`src/rtl/mio_pkg.sv`:
```
package mio_pkg;

  localparam int OP_W = 8;

  localparam logic [2:0] VAR_SINGLE   = 3'd0;
  localparam logic [2:0] VAR_DUAL_DAT = 3'd1;
  localparam logic [2:0] VAR_DUAL_ALL = 3'd2;
  localparam logic [2:0] VAR_QUAD_DAT = 3'd3;
  localparam logic [2:0] VAR_QUAD_ALL = 3'd4;

  typedef enum logic [2:0] {
    PH_IDLE,
    PH_CMD,
    PH_ADDR,
    PH_DUMMY,
    PH_DATA
  } phase_e;

  function automatic logic [OP_W-1:0] opcode_of(input logic [2:0] v);
    case (v)
      VAR_DUAL_DAT: return 8'h3B;
      VAR_DUAL_ALL: return 8'hBB;
      VAR_QUAD_DAT: return 8'h6B;
      VAR_QUAD_ALL: return 8'hEB;
      default:      return 8'h0B;
    endcase
  endfunction

  // log2 of the lane count used for the address phase
  function automatic logic [1:0] addr_lw(input logic [2:0] v);
    case (v)
      VAR_DUAL_ALL: return 2'd1;
      VAR_QUAD_ALL: return 2'd2;
      default:      return 2'd0;
    endcase
  endfunction

  // log2 of the lane count used for the data phase
  function automatic logic [1:0] data_lw(input logic [2:0] v);
    case (v)
      VAR_DUAL_DAT, VAR_DUAL_ALL: return 2'd1;
      VAR_QUAD_DAT, VAR_QUAD_ALL: return 2'd2;
      default:                    return 2'd0;
    endcase
  endfunction

endpackage

```
`src/rtl/mio_tx_lanes.sv`:
```
module mio_tx_lanes
  import mio_pkg::*;
(
  input  phase_e     phase,
  input  logic [1:0] alw,
  input  logic [3:0] head,
  output logic [3:0] sio_o,
  output logic [3:0] sio_oe
);

  always_comb begin
    sio_o  = 4'b0000;
    sio_oe = 4'b0000;
    case (phase)
      PH_CMD: begin
        sio_o  = {2'b11, 1'b0, head[3]};
        sio_oe = 4'b1101;
      end
      PH_ADDR: begin
        case (alw)
          2'd1: begin
            sio_o  = {2'b11, head[3], head[2]};
            sio_oe = 4'b1111;
          end
          2'd2: begin
            sio_o  = head;
            sio_oe = 4'b1111;
          end
          default: begin
            sio_o  = {2'b11, 1'b0, head[3]};
            sio_oe = 4'b1101;
          end
        endcase
      end
      default: begin
        sio_o  = 4'b0000;
        sio_oe = 4'b0000;
      end
    endcase
  end

endmodule

```
`src/rtl/mio_rx_assembler.sv`:
```
module mio_rx_assembler (
  input  logic       clk,
  input  logic       rst_n,
  input  logic       sample,
  input  logic [1:0] dlw,
  input  logic [3:0] sio_i,
  output logic [7:0] shifted
);

  logic [7:0] acc_q;

  always_comb begin
    case (dlw)
      2'd1:    shifted = {acc_q[5:0], sio_i[1], sio_i[0]};
      2'd2:    shifted = {acc_q[3:0], sio_i[3:0]};
      default: shifted = {acc_q[6:0], sio_i[1]};
    endcase
  end

  always_ff @(posedge clk or negedge rst_n) begin
    if (!rst_n)      acc_q <= 8'h00;
    else if (sample) acc_q <= shifted;
  end

endmodule

```
`src/rtl/mio_flash_reader.sv`:
```
module mio_flash_reader
  import mio_pkg::*;
#(
  parameter int ADDR_W  = 24,
  parameter int DUMMY_W = 4,
  parameter int LEN_W   = 8
) (
  input  logic               clk,
  input  logic               rst_n,
  input  logic               start,
  input  logic [2:0]         variant,
  input  logic [ADDR_W-1:0]  addr,
  input  logic [DUMMY_W-1:0] dummy_clks,
  input  logic [LEN_W-1:0]   len_m1,
  output logic               busy,
  output logic               sclk,
  output logic               cs_n,
  output logic [3:0]         sio_o,
  output logic [3:0]         sio_oe,
  input  logic [3:0]         sio_i,
  output logic [7:0]         rd_data,
  output logic               rd_valid
);

  localparam int SHIFT_W = OP_W + ADDR_W;
  localparam int MAXS    = (ADDR_W > (1 << DUMMY_W)) ? ADDR_W : (1 << DUMMY_W);
  localparam int CNT_W   = $clog2(MAXS + 1);

  phase_e               phase;
  logic                 sclk_q, cs_q;
  logic [SHIFT_W-1:0]   shreg;
  logic [CNT_W-1:0]     step_cnt, step_tgt;
  logic [LEN_W-1:0]     left_q;
  logic [2:0]           var_q;
  logic [DUMMY_W-1:0]   dummy_q;
  logic [1:0]           alw, dlw, lw_now;
  logic [7:0]           rx_next;

  // named events for the assertions
  logic rise_ev, fall_ev, step_last, byte_done;

  assign busy      = (phase != PH_IDLE);
  assign sclk      = sclk_q;
  assign cs_n      = cs_q;
  assign rise_ev   = busy && !sclk_q;
  assign fall_ev   = busy && sclk_q;
  assign byte_done = rise_ev && (phase == PH_DATA) && step_last;

  always_comb begin
    alw    = addr_lw(var_q);
    dlw    = data_lw(var_q);
    lw_now = (phase == PH_ADDR) ? alw : 2'd0;
    case (phase)
      PH_CMD:   step_tgt = CNT_W'(OP_W);
      PH_ADDR:  step_tgt = CNT_W'(ADDR_W) >> alw;
      PH_DUMMY: step_tgt = CNT_W'(dummy_q);
      PH_DATA:  step_tgt = CNT_W'(8) >> dlw;
      default:  step_tgt = CNT_W'(1);
    endcase
    step_last = (step_cnt == step_tgt - CNT_W'(1));
  end

  mio_tx_lanes i_tx (
    .phase  (phase),
    .alw    (alw),
    .head   (shreg[SHIFT_W-1 -: 4]),
    .sio_o  (sio_o),
    .sio_oe (sio_oe)
  );

  mio_rx_assembler i_rx (
    .clk     (clk),
    .rst_n   (rst_n),
    .sample  (rise_ev && (phase == PH_DATA)),
    .dlw     (dlw),
    .sio_i   (sio_i),
    .shifted (rx_next)
  );

  always_ff @(posedge clk or negedge rst_n) begin
    if (!rst_n) begin
      phase    <= PH_IDLE;
      sclk_q   <= 1'b0;
      cs_q     <= 1'b1;
      shreg    <= '0;
      step_cnt <= '0;
      left_q   <= '0;
      var_q    <= VAR_SINGLE;
      dummy_q  <= '0;
      rd_data  <= 8'h00;
      rd_valid <= 1'b0;
    end else begin
      rd_valid <= 1'b0;
      if (phase == PH_IDLE) begin
        if (start) begin
          phase    <= PH_CMD;
          cs_q     <= 1'b0;
          shreg    <= {opcode_of(variant), addr};
          step_cnt <= '0;
          left_q   <= len_m1;
          var_q    <= variant;
          dummy_q  <= dummy_clks;
        end
      end else if (rise_ev) begin
        sclk_q <= 1'b1;
        if (byte_done) begin
          rd_data  <= rx_next;
          rd_valid <= 1'b1;
        end
      end else begin
        sclk_q <= 1'b0;
        shreg  <= shreg << (3'd1 << lw_now);
        if (!step_last) begin
          step_cnt <= step_cnt + CNT_W'(1);
        end else begin
          step_cnt <= '0;
          case (phase)
            PH_CMD:   phase <= PH_ADDR;
            PH_ADDR:  phase <= (dummy_q != '0) ? PH_DUMMY : PH_DATA;
            PH_DUMMY: phase <= PH_DATA;
            PH_DATA: begin
              if (left_q == '0) begin
                phase <= PH_IDLE;
                cs_q  <= 1'b1;
              end else begin
                left_q <= left_q - LEN_W'(1);
              end
            end
            default:  phase <= PH_IDLE;
          endcase
        end
      end
    end
  end

  p_sclk_idle_low_r7: assert property (@(posedge clk) disable iff (!rst_n)
    cs_n |-> !sclk);

  p_sclk_one_high_r7: assert property (@(posedge clk) disable iff (!rst_n)
    sclk |=> !sclk);

  p_tx_hold_at_rise_r7: assert property (@(posedge clk) disable iff (!rst_n)
    $rose(sclk) |-> $stable(sio_o));

  p_lanes_released_r4: assert property (@(posedge clk) disable iff (!rst_n)
    (phase == PH_DUMMY || phase == PH_DATA) |-> (sio_oe == 4'b0000));

  p_valid_in_frame_r8: assert property (@(posedge clk) disable iff (!rst_n)
    rd_valid |-> (!cs_n && sclk));

  p_start_ignored_r9: assert property (@(posedge clk) disable iff (!rst_n)
    (busy && start) |=> $stable(var_q) && $stable(dummy_q));

  p_idle_quiet_r1: assert property (@(posedge clk) disable iff (!rst_n)
    !busy |-> (sio_oe == 4'b0000 && cs_n));

endmodule

```
`config.mk`:
```
export PLATFORM = sky130hd
export DESIGN_NAME = mio_flash_reader
export DESIGN_NICKNAME = d
export VERILOG_FILES = /design/src/rtl/mio_pkg.sv /design/src/rtl/mio_tx_lanes.sv /design/src/rtl/mio_rx_assembler.sv /design/src/rtl/mio_flash_reader.sv
export SDC_FILE = /design/constraint.sdc
export NUM_CORES = 1
export LEC_CHECK = 0
export BUFFER_PORTS_ARGS = -buffer_cell sky130_fd_sc_hd__buf_4
export CAP_MARGIN = 5
export CORE_ASPECT_RATIO = 1.2
export CORE_MARGIN = 3
export CORE_UTILIZATION = 42
export CTS_CLUSTER_DIAMETER = 40
export CTS_CLUSTER_SIZE = 25
export DETAILED_ROUTE_END_ITERATION = 7
export GPL_ROUTABILITY_DRIVEN = 0
export HOLD_SLACK_MARGIN = 0.1
export MAX_ROUTING_LAYER = met4
export SLEW_MARGIN = 20
export SYNTH_ARGS = -nofsm -noshare
export SYNTH_HDL_FRONTEND = slang
export SYNTH_SLANG_ARGS = --single-unit
```
`constraint.sdc`:
```
create_clock -name clk -period 10.8 [get_ports clk]
set_input_delay 1.62 -clock clk [delete_from_list [all_inputs] [get_ports clk]]
set_output_delay 1.62 -clock clk [all_outputs]
set_load 0.005 [all_outputs]
```
==> results of run 1 <==
==> synthesized netlist by cell type, types with 2 or more instances <==
cell       number  area [µm²]
mux2i_1        35       350.3
and2_1          6       37.54
a2bb2oi_1       2       17.52
o21ai_0        54       270.3
a2bb2oi_2       2       30.03
nor2b_1         9       56.30
nand2b_1        5       31.28
and3_1          3       18.77
nand2_1        88       330.3
buf_1           4       15.01
a21oi_1        61       305.3
a31oi_1        10       62.56
buf_2           4       20.02
a22o_1          3       26.28
mux2_2         10       112.6
nand4b_1        2       17.52
dfrtp_1        72        1802
buf_4           3       22.52
nor3_1          8       40.04
mux2_4          3       45.04
nor3b_1         2       15.01
a22oi_1         8       60.06
nand3_1         8       40.04
xor2_1          4       35.03
xnor2_1         4       35.03
a21o_1          4       30.03
a211oi_1        9       67.56
a221o_1         3       30.03
o22ai_1        12       75.07
o21ai_1         3       15.01
clkbuf_1       29       108.9
inv_1          18       67.56
nor2_1         56       210.2
mux4_2          3       67.56
o41a_1          2       22.52
ha_1           11       137.6
o211ai_1        2       15.01
nor4_1          4       25.02
or3_1           6       37.54
==> path summary, 6_finish.rpt <==
check                           cells after the start  slack, ps            end
max in group asynchronous                           1       8750     rd_data[5]
worst min-delay path                                2        490  i_rx.acc_q[6]
worst max register to register                     12       6990     rd_data[7]
worst min register to register                      2        490  i_rx.acc_q[6]
worst max-delay path                                4       6960       sio_o[1]
min in group asynchronous                           1       1410     dummy_q[3]
==> area by class of cell <==
class	count	share of cell area, %
Inverter	20	1.263
Clock inverter	7	1.010
Tap cell	157	3.304
Multi-Input combinational cell	473	50.80
Clock buffer	9	3.788
Sequential cell	73	30.74
Timing Repair Buffer	72	9.091
==> worst register-to-register path, stage by stage, from the launching register on <==
cell     delay, ps
dfrtp_1        470
or3b_1         470
o21ai_0        190
ha_1           430
a22o_1         230
nor2_1          50
ha_1           240
xnor2_1        170
or3_1          150
nand4_2        230
or3_4          520
nor2_8         220
mux2_4         320
==> cell families (layout without fill, tap and decap cells) <==
logic type                 count (synthesis)  count (layout)
and+or+nand+nor                          215             215
AOI/OAI and AO/OA                        188             188
adders and majority gates                 11              11
muxes                                     51              51
buffers and inverters                     61             108
DFF                                       73              73
xor gates and xnor gates                   8               8
==> power by group <==
part / total, mW / internal, mW / leakage [nW] / switching, mW
clock: 0.291 / 0.160 / 0.131 / 0.132
combinational: 0.970 / 0.405 / 1.53 / 0.565
sequential: 0.550 / 0.400 / 0.852 / 0.151
==> routing by layer <==
| layer | routed length (µm) | track usage, % | vias to the layer above |
|---|---|---|---|
| li1 | - | - | 2272 |
| met1 | 6011 | 26.74 | 2258 |
| met2 | 6932 | 36.48 | 137 |
| met3 | 631 | 3.766 | 28 |
| met4 | 301 | 7.675 | 0 |
| met5 | 0 | - | - |
==> flip-flops by register name, summed over array words and instances (netlist names) <==
name        cells
sclk            1
var_q           3
dummy_q         4
shreg          32
cs_n            1
rd_data         8
rd_valid        1
step_cnt        5
left_q          8
i_rx.acc_q      7
phase           3
==> through the flow <==
step	hold WS (ps)	worst slack [ps]	total power [mW]	cell area, µm²	util (%)
global placement	475.8	7152	1.498	5660	48.26
CTS	493.4	6948	1.818	5946	50.69
global route	523.1	6739	1.976	5946	50.69
floorplan	450.2	7282	1.254	5092	-
detailed placement	478.2	7002	1.521	5660	48.26
finish	487.1	6963	1.811	5946	50.69
==> metrics, run 1 <==
number of flops mapped to enable cells by yosys=0; vias in the first global route=4,604; number of placement rows=43; mux cell area share after synthesis=between 10% and 20%; core outline area=11,730 µm²; largest fanout on the critical path=17; cell area after synthesis=5092 µm²; number of synthesized register bits=73; Max Clk Rate=260.6 MHz; Syn. warnings=0; CP peak stage delay=710 ps; adder and majority gate portion of the synthesized area=2.703%; number of setup buffers added after CTS=0; Final Net Count=706; quantity of hold-fixing buffers added after cts=0; WS Path Type=reg2out; Clock Skew=approximately 8.5 ps; Reg area=1828 µm²; P_leak=roughly 2.5 nW; sequential cell area fraction in the yosys report=between 30% and 40%; remaining design rule violation count=0; Period minus WS final=3837 ps; slew at the pin closest to its max-slew limit=1034 ps; critical path cell sequence=or3b_4 -> nor2_1 -> a22o_1 -> buf_4; DRT Pass-1 Iters=4; antenna cells=0; Bufs on Longest Clock Path=2; worst relative slew slack=between 30% and 40%; height of the die=126.6 µm; synthesized-area fraction occupied by ao, oa, aoi and oai cells=a little under a quarter; startpoint of the tightest hold check path=i_rx.acc_q[6]; Die W=~110 µm; final setup violation count=0; combinational family with the most area after synthesis=compound AO/OA/AOI/OAI gates; unrepaired setup endpoints after global routing=no; Die Area=13,490 µm²; clock network latency to the later pin of the worst-skew pair=roughly 340 ps; clock root buffer master=clkbuf_16; multi-input combinational cell area=3020 µm²; clock tree from TritonCTS=yes; GRT overflow=0; Cells after Synth=607; Port Buffer Count=65; Starting DRT DRC Count=284; share of async-settable or async-resettable flops after synthesis=100.0%; global-route wire length before repair=roughly 23 mm; critical path capture point type=output port; Max rail drop VDD=between 0.1 and 0.15 mV; half-perimeter wire length of the detailed placement result=9.635 mm; number of filler cells placed in the layout=1,182; Setup TNS Final=0 ps; Power per Cell Area=304.6 nW/µm²; path category of the worst min-delay check=reg2reg; relative area change from synthesis to final layout=16.76%; most frequent standard cell in the layout excluding fill and tap cells=nand2_1; post-route non-filler standard cell count=811; largest net degree at the start of global routing=74; Crit. Startpoint=phase[1]; clock slew seen by the registers of the worst setup and hold paths=60 ps; number of pins exceeding their max-slew limit in the final report=0; initial antenna violation count=0; GRT Util Overall=21.84%; Yosys cell types=74; basic-gate share of the synthesized area counting and, or, nand and nor cells=20.98%; clock net sink count=73; data arrival time of the critical path=2220 ps; total routed wirelength=between 10 and 15 mm; post-cts sizing count=0; Worst Path Buf+Inv=1; prevailing post-synth register cell=dfrtp_1; overall via count from detail_route=between 4,000 and 5,000; total count of hold-check failures in the final report=0; Initial Util=43.42%; kind of start point of the critical path=flop; worst r2r src=var_q[0]; max-capacitance violation count=0; number of clock buffers inserted by TritonCTS=9; DR vias/cell=between 5 and 6; htree depth=3; final worst path period share=35.53%; proportion of layout cells with a drive suffix above 1=18.65%; xor and xnor fraction of the mapped netlist area=around 1.4%; WL per Instance=17.11 µm; IO Count=between 60 and 70; Cell Count Post-Placement=795; CP max stage cell=dfrtp_1; Post-Syn Area per Cell=8.389 µm²; remaining number of nets flagged by the antenna check after routing=0; required time reported for the critical path endpoint=9180 ps; status=completed; Synthesized Nets=664; Top Family by Delay on Critical Path=simple AND/OR/NAND/NOR gates; leading cell types in the layout, fill and taps excluded=nand2_1, dfrtp_1, buf_4
(Power assumes the default switching activity.)
==> inputs of run 2 (changes only) <==
--- a/config.mk
+++ b/config.mk
@@ -5,6 +5,7 @@
 export SDC_FILE = /design/constraint.sdc
 export NUM_CORES = 1
 export LEC_CHECK = 0
+export ABC_AREA = 1
 export BUFFER_PORTS_ARGS = -buffer_cell sky130_fd_sc_hd__buf_4
 export CAP_MARGIN = 5
 export CORE_ASPECT_RATIO = 1.2
==> constraint.sdc (replaced) <==
create_clock -name clk -period 3.4 [get_ports clk]
set_input_delay 0.51 -clock clk [delete_from_list [all_inputs] [get_ports clk]]
set_output_delay 0.51 -clock clk [all_outputs]
set_load 0.005 [all_outputs]
==> metrics, run 2 <==
status=completed; largest fanout on the critical path=12; leading cell types in the layout, fill and taps excluded=nand2_1, o21ai_0, inv_1; Setup TNS Final=0 ps; initial antenna violation count=0; largest register by flop count=shreg; Largest register FFs=32; Synthesized Nets=a little under 800; required time reported for the critical path endpoint=3630 ps; number of setup buffers added after CTS=0; Yosys cell types=43; most frequent standard cell in the layout excluding fill and tap cells=nand2_1; clock tree from TritonCTS=yes; GRT overflow=0; cell type with the highest aggregate area in the netlist=dfrtp_1; Met3 Routed Length=632 µm; Cell Int Power=3.246 mW; final worst path period share=between 80% and 90%; Bufs on Longest Clock Path=2; worst flop-to-flop path endpoint=phase[0]; DRT Pass-1 Iters=5; number of pins exceeding their max-slew limit in the final report=0; unrepaired setup endpoints after global routing=no; share of async-settable or async-resettable flops after synthesis=100.0%; net switching power of the design=3.170 mW; Worst Path Buf+Inv=2; critical path capture point type=flop; leading cell types by count after synthesis=nand2_1, o21ai_0, inv_1; Starting DRT DRC Count=306; fraction of power spent switching nets=49.41%; Initial Util=43.57%; Max Clk Rate=between 300 and 400 MHz; data arrival time of the critical path=3240 ps; final cell utilization of the core=51.16%; part of the power in combinational logic=approximately three fifths; number of filler cells placed in the layout=roughly 1,200; registers with the most flip-flops=shreg (32), left_q (8), rd_data (8); worst r2r src=var_q[1]; share of total power in the clock network=about 15%; mux cell area share after synthesis=0%; Period minus WS final=3015 ps; critical path cell sequence=a21oi_1 -> inv_1 -> nor2_1 -> inv_1 -> ha_1 -> nand3_1 -> nand2_1 -> nor2_2 -> ha_1 -> xor2_1 -> nand2_1 -> nor2_1 -> nand2_1 -> nor2_4 -> nand2_2 -> nand2_2 -> nand3_2 -> nand2_1 -> nand2_1; sequential cell area fraction in the yosys report=35.77%; most prevalent standard cell on the critical path=nand2_1; met2 routed wirelength=6.700 mm; core outline area=11,730 µm²; combinational family with the most area after synthesis=simple AND/OR/NAND/NOR gates; area share of the largest cell type after synthesis=35.26%; cell area after synthesis=between 5000 and 6000 µm²; WS Path Type=reg2reg; relative area change from synthesis to final layout=17.43%; slew at the pin closest to its max-slew limit=949.1 ps; proportion of layout cells with a drive suffix above 1=16.27%; most frequent cell after synthesis=nand2_1; FF-to-FF path depth=19; CP peak stage delay=440 ps; IO Count=66; clock network latency to the later pin of the worst-skew pair=about 340 ps; Max rail drop VDD=0.4060 mV; Cells after Synth=737; remaining number of nets flagged by the antenna check after routing=0; post-cts sizing count=0; clock root buffer master=clkbuf_16; xor and xnor fraction of the mapped netlist area=1.200%; prevailing post-synth register cell=dfrtp_1; P_leak=2.953 nW; half-perimeter wire length of the detailed placement result=between 10 and 15 mm; adder and majority gate portion of the synthesized area=2.693%; GRT Util Overall=21.77%; path category of the worst min-delay check=in2async; Top Family by Delay on Critical Path=simple AND/OR/NAND/NOR gates; CP max stage cell=dfrtp_1; max-capacitance violation count=0; DR vias/cell=5.220; number of synthesized register bits=73; number of placement rows=43; overall via count from detail_route=between 4,000 and 5,000; Final Net Count=846; Die W=approximately 110 µm; total count of hold-check failures in the final report=0; largest net degree at the start of global routing=74; overall power of the completed layout=6.415 mW; htree depth=3; Clock Skew=5.933 ps; WL per Instance=14.48 µm; worst relative slew slack=36.73%; global-route wire length before repair=23.14 mm; Design Area, Final=6001 µm²; number of clock buffers inserted by TritonCTS=9; vias in the first global route=around 4,800; Syn. warnings=0; Post-Syn Area per Cell=between 6 and 7 µm²; Die Area=13,530 µm²; number of flops mapped to enable cells by yosys=0; highest routing layer actually used=met4; dpl cell area=5704 µm²; basic-gate share of the synthesized area counting and, or, nand and nor cells=29.11%; quantity of hold-fixing buffers added after cts=0; remaining design rule violation count=0; routed metal-1 wire length=6.151 mm; clock net sink count=73; height of the die=between 100 and 150 µm; final setup violation count=0; top cells by area, synth=dfrtp_1, nand2_1, o21ai_0; clock slew seen by the registers of the worst setup and hold paths=roughly 60 ps; Port Buffer Count=65; setup slack on the worst flop-to-flop path=390 ps; synthesized-area fraction occupied by ao, oa, aoi and oai cells=21.16%; share of power burned in registers=approximately 25%; total routed wirelength=~14 mm; Power per Cell Area=1069 nW/µm²; antenna cells=0; kind of start point of the critical path=flop
[run 2: through the flow]
stage	instances	hold WS, ps	setup slack, ps
finish	950	319.7	385.3
global route	950	364.7	88.75
CTS	950	358.2	350.3
detailed placement	935	458.7	379.6
global placement	935	460.5	509.1
floorplan	737	214.4	841.6
[run 2: worst max-delay path by stage]
| stage | end | cells past startpoint | startpoint |
|---|---|---|---|
| floorplan | step_cnt[2] | 18 | var_q[1] |
| global placement | phase[1] | 19 | var_q[1] |
| detailed placement | phase[0] | 19 | var_q[1] |
| CTS | phase[0] | 19 | var_q[1] |
| global route | phase[0] | 19 | var_q[1] |
| finish | phase[0] | 19 | var_q[1] |
[run 2: cell type report]
type                    instances  area, µm²  area share (%)
repair buffers                 77      578.1           9.633
flip-flops and latches         73       1828           30.46
inverters                      87      334.1           5.567
well taps                     157      196.4           3.274
clock buffers                  12      256.5           4.274
clock inverters                 3      40.04          0.6672
multi-input cells             541       2768           46.12
[run 2: routing by layer]
metal	global-route usage (%)	vias to the layer above
met3	3.511	21
met1	27.63	2288
li1	-	2521
met2	35.73	129
met5	-	-
met4	6.772	0
[run 2: power by group through the flow]
stage | registers, mW | logic, mW | clock network, mW
finish | 1.63 | 3.82 | 0.961
global route | 1.68 | 4.36 | 1.02
CTS | 1.63 | 3.83 | 0.986
detailed placement | 1.64 | 3.82 | 0
global placement | 1.63 | 3.75 | 0
floorplan | 1.50 | 2.97 | 0
[run 2: cell families (layout without fill, tap and decap cells)]
kind of cell | after synthesis | in the layout
AO/OA/AOI/OAI | 189 | 189
XOR/XNOR | 7 | 7
adder cells (fa/ha/maj) | 11 | 11
buffers and inverters | 123 | 179
flip-flops | 73 | 73
AND/OR/NAND/NOR | 334 | 334
